==> src/rtl/bas_pkg.sv <==
package bas_pkg;
  localparam int BEAT_W = 2;
  localparam int BEATS  = 1 << BEAT_W;

  typedef logic [BEAT_W-1:0] beat_t;

  // Low address bits for beat k under the chosen order.
  function automatic beat_t beat_addr(input beat_t start, input beat_t k,
                                      input logic interleave);
    beat_t r;
    if (interleave) r = start ^ k;
    else            r = start + k;
    return r;
  endfunction
endpackage

==> src/rtl/bas_start_reg.sv <==
module bas_start_reg #(
  parameter int ADDR_W = 18
) (
  input  logic              clk,
  input  logic              rst_n,
  input  logic              load,
  input  logic [ADDR_W-1:0] start_in,
  input  logic              mode_in,
  output logic [ADDR_W-1:0] start_q,
  output logic              mode_q
);
  always_ff @(posedge clk) begin
    if (!rst_n) begin
      start_q <= '0;
      mode_q  <= 1'b1;
    end else if (load) begin
      start_q <= start_in;
      mode_q  <= mode_in;
    end
  end
endmodule

==> src/rtl/bas_beat_ctr.sv <==
module bas_beat_ctr
  import bas_pkg::*;
(
  input  logic  clk,
  input  logic  rst_n,
  input  logic  clear,
  input  logic  step,
  output beat_t beat_q
);
  always_ff @(posedge clk) begin
    if (!rst_n)     beat_q <= '0;
    else if (clear) beat_q <= '0;
    else if (step)  beat_q <= beat_q + beat_t'(1);
  end
endmodule

==> src/rtl/bas_order_mux.sv <==
module bas_order_mux
  import bas_pkg::*;
#(
  parameter int ADDR_W = 18
) (
  input  logic [ADDR_W-1:0] start_q,
  input  logic              mode_q,
  input  beat_t             beat_q,
  output logic [ADDR_W-1:0] addr
);
  localparam int HI_W = ADDR_W - BEAT_W;

  logic [HI_W-1:0] hi_bits;
  beat_t           lo_bits;

  always_comb begin
    hi_bits = start_q[ADDR_W-1:BEAT_W];
    lo_bits = beat_addr(start_q[BEAT_W-1:0], beat_q, mode_q);
    addr    = {hi_bits, lo_bits};
  end
endmodule

==> src/rtl/burst_addr_seq.sv <==
module burst_addr_seq
  import bas_pkg::*;
#(
  parameter int ADDR_W = 18
) (
  input  logic              clk,
  input  logic              rst_n,
  input  logic              load_i,
  input  logic [ADDR_W-1:0] start_addr_i,
  input  logic              adv_i,
  input  logic              interleave_i,
  output logic [ADDR_W-1:0] addr_o
);
  // Named events for the checker.
  logic              load_evt;
  logic              step_evt;
  logic [ADDR_W-1:0] start_q;
  logic              mode_q;
  beat_t             beat_q;

  assign load_evt = load_i;
  assign step_evt = adv_i & ~load_i;

  bas_start_reg #(.ADDR_W(ADDR_W)) u_start (
    .clk      (clk),
    .rst_n    (rst_n),
    .load     (load_evt),
    .start_in (start_addr_i),
    .mode_in  (interleave_i),
    .start_q  (start_q),
    .mode_q   (mode_q)
  );

  bas_beat_ctr u_ctr (
    .clk    (clk),
    .rst_n  (rst_n),
    .clear  (load_evt),
    .step   (step_evt),
    .beat_q (beat_q)
  );

  bas_order_mux #(.ADDR_W(ADDR_W)) u_mux (
    .start_q (start_q),
    .mode_q  (mode_q),
    .beat_q  (beat_q),
    .addr    (addr_o)
  );
endmodule

==> config.mk <==
export PLATFORM = sky130hd
export DESIGN_NAME = burst_addr_seq
export DESIGN_NICKNAME = d
export VERILOG_FILES = /design/src/rtl/bas_pkg.sv /design/src/rtl/bas_start_reg.sv /design/src/rtl/bas_beat_ctr.sv /design/src/rtl/bas_order_mux.sv /design/src/rtl/burst_addr_seq.sv
export SDC_FILE = /design/constraint.sdc
export NUM_CORES = 1
export LEC_CHECK = 0
export BUFFER_PORTS_ARGS = -buffer_cell sky130_fd_sc_hd__buf_4
export CAP_MARGIN = 20
export CORE_MARGIN = 3
export CORE_UTILIZATION = 40
export CTS_BUF_LIST = sky130_fd_sc_hd__clkbuf_8
export CTS_CLUSTER_SIZE = 8
export DETAILED_ROUTE_END_ITERATION = 12
export HOLD_SLACK_MARGIN = 0.03
export PLACE_DENSITY_LB_ADDON = 0.05
export SYNTH_ARGS = -nofsm -noshare
export SYNTH_HDL_FRONTEND = slang
export SYNTH_SLANG_ARGS = --single-unit
==> constraint.sdc <==
create_clock -name clk -period 0.8 [get_ports clk]
set_clock_uncertainty 0.15 [all_clocks]
set_input_delay 0 -clock clk [delete_from_list [all_inputs] [get_ports clk]]
set_output_delay 0 -clock clk [all_outputs]
set_load 0.05 [all_outputs]
==> summary.md <==
| Metric | Value |
|---|---|
| Clk_lat worst skew | 0.25 ns |
| Sink Count | 21 |
| VDD IR max | about 0.0012 V |
| H-tree levels | 1 |
| Final Non-Filler Cells | 146 |
| Die H | 54.9 µm |
| Detail Route Antenna Nets | 0 |
| Post-Syn Area per Cell | between 10 and 15 µm² |
| Routability Congestion | 0.649 |
| P_int | 1790 µW |
| N_diodes | 0 |
| CTS buffer count | 3 |
| Synth area leaders | dfxtp_1 (44%), mux2i_1 (20%), buf_4 (13%) |
| Sw Pwr | between 600 and 700 µW |
| Chip width | 54.9 µm |
| Fillers | 203 |
| Iteration-0 DRC Markers | 2 |
| Critical Path RT | 0.65 ns |
| Warnings from Yosys | 0 |
| Pleak | 0.000657 µW |
| Share of cells above drive strength 1 | 62.7% |
| Vias in the first global route | 575 |
| Reg area | approximately 450 µm² |
| Post-route DRC | 0 |
| Crit path kind | flop to primary output |
| Status | complete, but fails checks |
| Core area | around 2200 µm² |
| Initial antenna violation count | 0 |
| Fin crit period | 1.35 ns |
| RSZ-0062 raised after global routing | yes |
| Placed insts | 141 |
| Worst-path clk slew | approximately 0.07 ns |
| Yosys cell types | 14 |
| Total number of vias | 640 |
| Max clock buf depth | 2 |
| Worst setup SP type | flop |
| CTS tree | yes |
| PortBufs | 40 |
| Largest net degree at the start of global routing | 21 |
| Most frequent cells in the layout | buf_4 (24), mux2i_1 (19), dfxtp_2 (19) |
| Rel. slew slack | about nine tenths |
| Met2 Usage GRT | 18.9% |
| Share of total power in the clock network | 26.0% |
| Nets | ~140 |
| Setup Viol. Count Final | 20 |
| Post-Syn Nets | between 100 and 150 |
| Sw Ratio | between 20% and 30% |
| Cells after Synth | 89 |
| First-pass GRT wire length | 2.44 mm |
| Achievable Freq | 0.738 GHz |
| Post-synth top area share | 44.0% |
| Cell area after synthesis | 955 µm² |
| Drt wl/cell | 11.5 µm |
| Worst hold-check path type | input pin to flop |
| Core Rows | 17 |
| IO Count | 41 |
| Vias per inst | ~4.4 |
| Area Overhead vs Synth | 52.4% |
| Routed WL | 1.68 mm |
| CP Max Fanout | 2 |
| Commonest non-fill, non-tap cell in the layout | buf_4 |
| Multi-input gate area | 440 µm² |
| WP data arrival | 1.20 ns |
| Logic pwr share | 26.8% |
| Leading area contributor after synthesis | dfxtp_1 |
| GR Layer Usage met1 | 13.8% |
| Die area | 3010 µm² |
| Sequential Power Share | 47.2% |
| Power Dens Cells | ~1700 nW/µm² |
| Busiest grt layer | met2 |
| CTS Root Cell | clkbuf_8 |
| Finished Core Util | 65.2% |
| Total grt overflow | 0 |
| Max-slew violation count | 0 |
| Sequential-to-total area share from yosys stat | 44.0% |
| Setup crit end kind | primary output |
| Final Worst Setup Slack | -0.555 ns |
| Hold slack | -0.182 ns |
| Global-route usage over all layers | 11.9% |
| Met3 Track Usage GR | 3.54% |
| Worst Max-Slew Pin Slew | 0.130 ns |
| Final hold vios | 21 |
| Max-cap violations | 0 |
| Final worst-path cycle share | 169% |
| DRT Pass-1 Iters | 2 |
| Failing checks | negative hold slack, negative setup slack |
| Seq cells post-synth | 21 |
| Initial Util | a little over two fifths |
area by class of cell:
type,count,share of cell area (%)
Clock inverter,1,0.258
Multi-Input combinational cell,48,30.3
Timing Repair Buffer,45,33.4
Sequential cell,21,30.8
Clock buffer,3,2.84
Tap cell,28,2.41
sequential cells by signal, indices dropped and copies added (netlist names):
signal and count:
u_start.mode_q 1, u_start.start_q 18, u_ctr.beat_q 2
synthesized netlist by cell type (all sizes together):
cell	n
nor2	1
ha	1
dfxtp	21
mux2i	19
a21bo	1
nand2	1
nand2b	1
xnor2	3
buf	18
clkbuf	2
nand3b	1
a21oi	1
nor2b	19
layer usage:
metal | share of wire (%) | up-vias | routed length [µm]
li1 | - | 330 | -
met1 | 42 | 284 | 701
met2 | 49 | 24 | 823
met3 | 8.1 | 2 | 137
met4 | 1.2 | 0 | 20
met5 | 0 | - | 0
per-stage QoR:
stage / hold WS, ns / total power (µW) / setup TNS, ns / area [µm²] / setup slack [ns]
4_1_cts: -0.183 / 2490 / -2.98 / 1410 / -0.566
6_report: -0.182 / 2470 / -2.80 / 1460 / -0.555
2_1_floorplan: -0.0216 / 1600 / -0.372 / 996 / -0.311
5_1_grt: -0.165 / 2580 / -3.57 / 1460 / -0.605
3_3_place_gp: 0.0688 / 1740 / -0.701 / 1240 / -0.337
3_5_place_dp: 0.0730 / 1740 / -0.771 / 1240 / -0.377
timing repair:
item | CTS | global route
setup endpoints to repair | 22 | 28
hold endpoints to repair | 21 | 21
gates cloned | 0 | 0
resized for setup | 44 | 12
pin swaps | 4 | 1
setup buffers | 1 | 1
power by group through the flow:
| stage | Combinational (µW) | Sequential, µW | Clock [µW] |
|---|---|---|---|
| floorplan | 442 | 1160 | 0 |
| global placement | 574 | 1160 | 0 |
| detailed placement | 578 | 1160 | 0 |
| CTS | 646 | 1160 | 685 |
| global route | 702 | 1170 | 709 |
| finish | 661 | 1170 | 641 |
cell families after synthesis:
logic type | share of synthesized area [%]
mux | 19.9
flops | 44.0
fa+ha+maj | 1.31
simple gates | 14.7
buf+inv | 15.7
compound gates | 1.57
xor+xnor | 2.75
critical path: stages (launching register included):
cell and delay [ns]:
dfxtp_4 0.36, ha_4 0.12, nor2b_4 0.18, xnor2_4 0.12
buf_6 0.17
path summary, 6_finish.rpt:
kind                                 from                           end  slack [ns]  depth (start not counted)
max          u_ctr.beat_q[0]$_SDFFE_PP0P_                     addr_o[1]       -0.55                          4
max reg2reg  u_ctr.beat_q[0]$_SDFFE_PP0P_  u_ctr.beat_q[1]$_SDFFE_PP0P_       -0.31                          4
min reg2reg   u_start.mode_q$_SDFFE_PN1P_   u_start.mode_q$_SDFFE_PN1P_        0.37                          2
min                          interleave_i   u_start.mode_q$_SDFFE_PN1P_       -0.18                          3
Note: power is estimated with default switching activity, not from simulation.
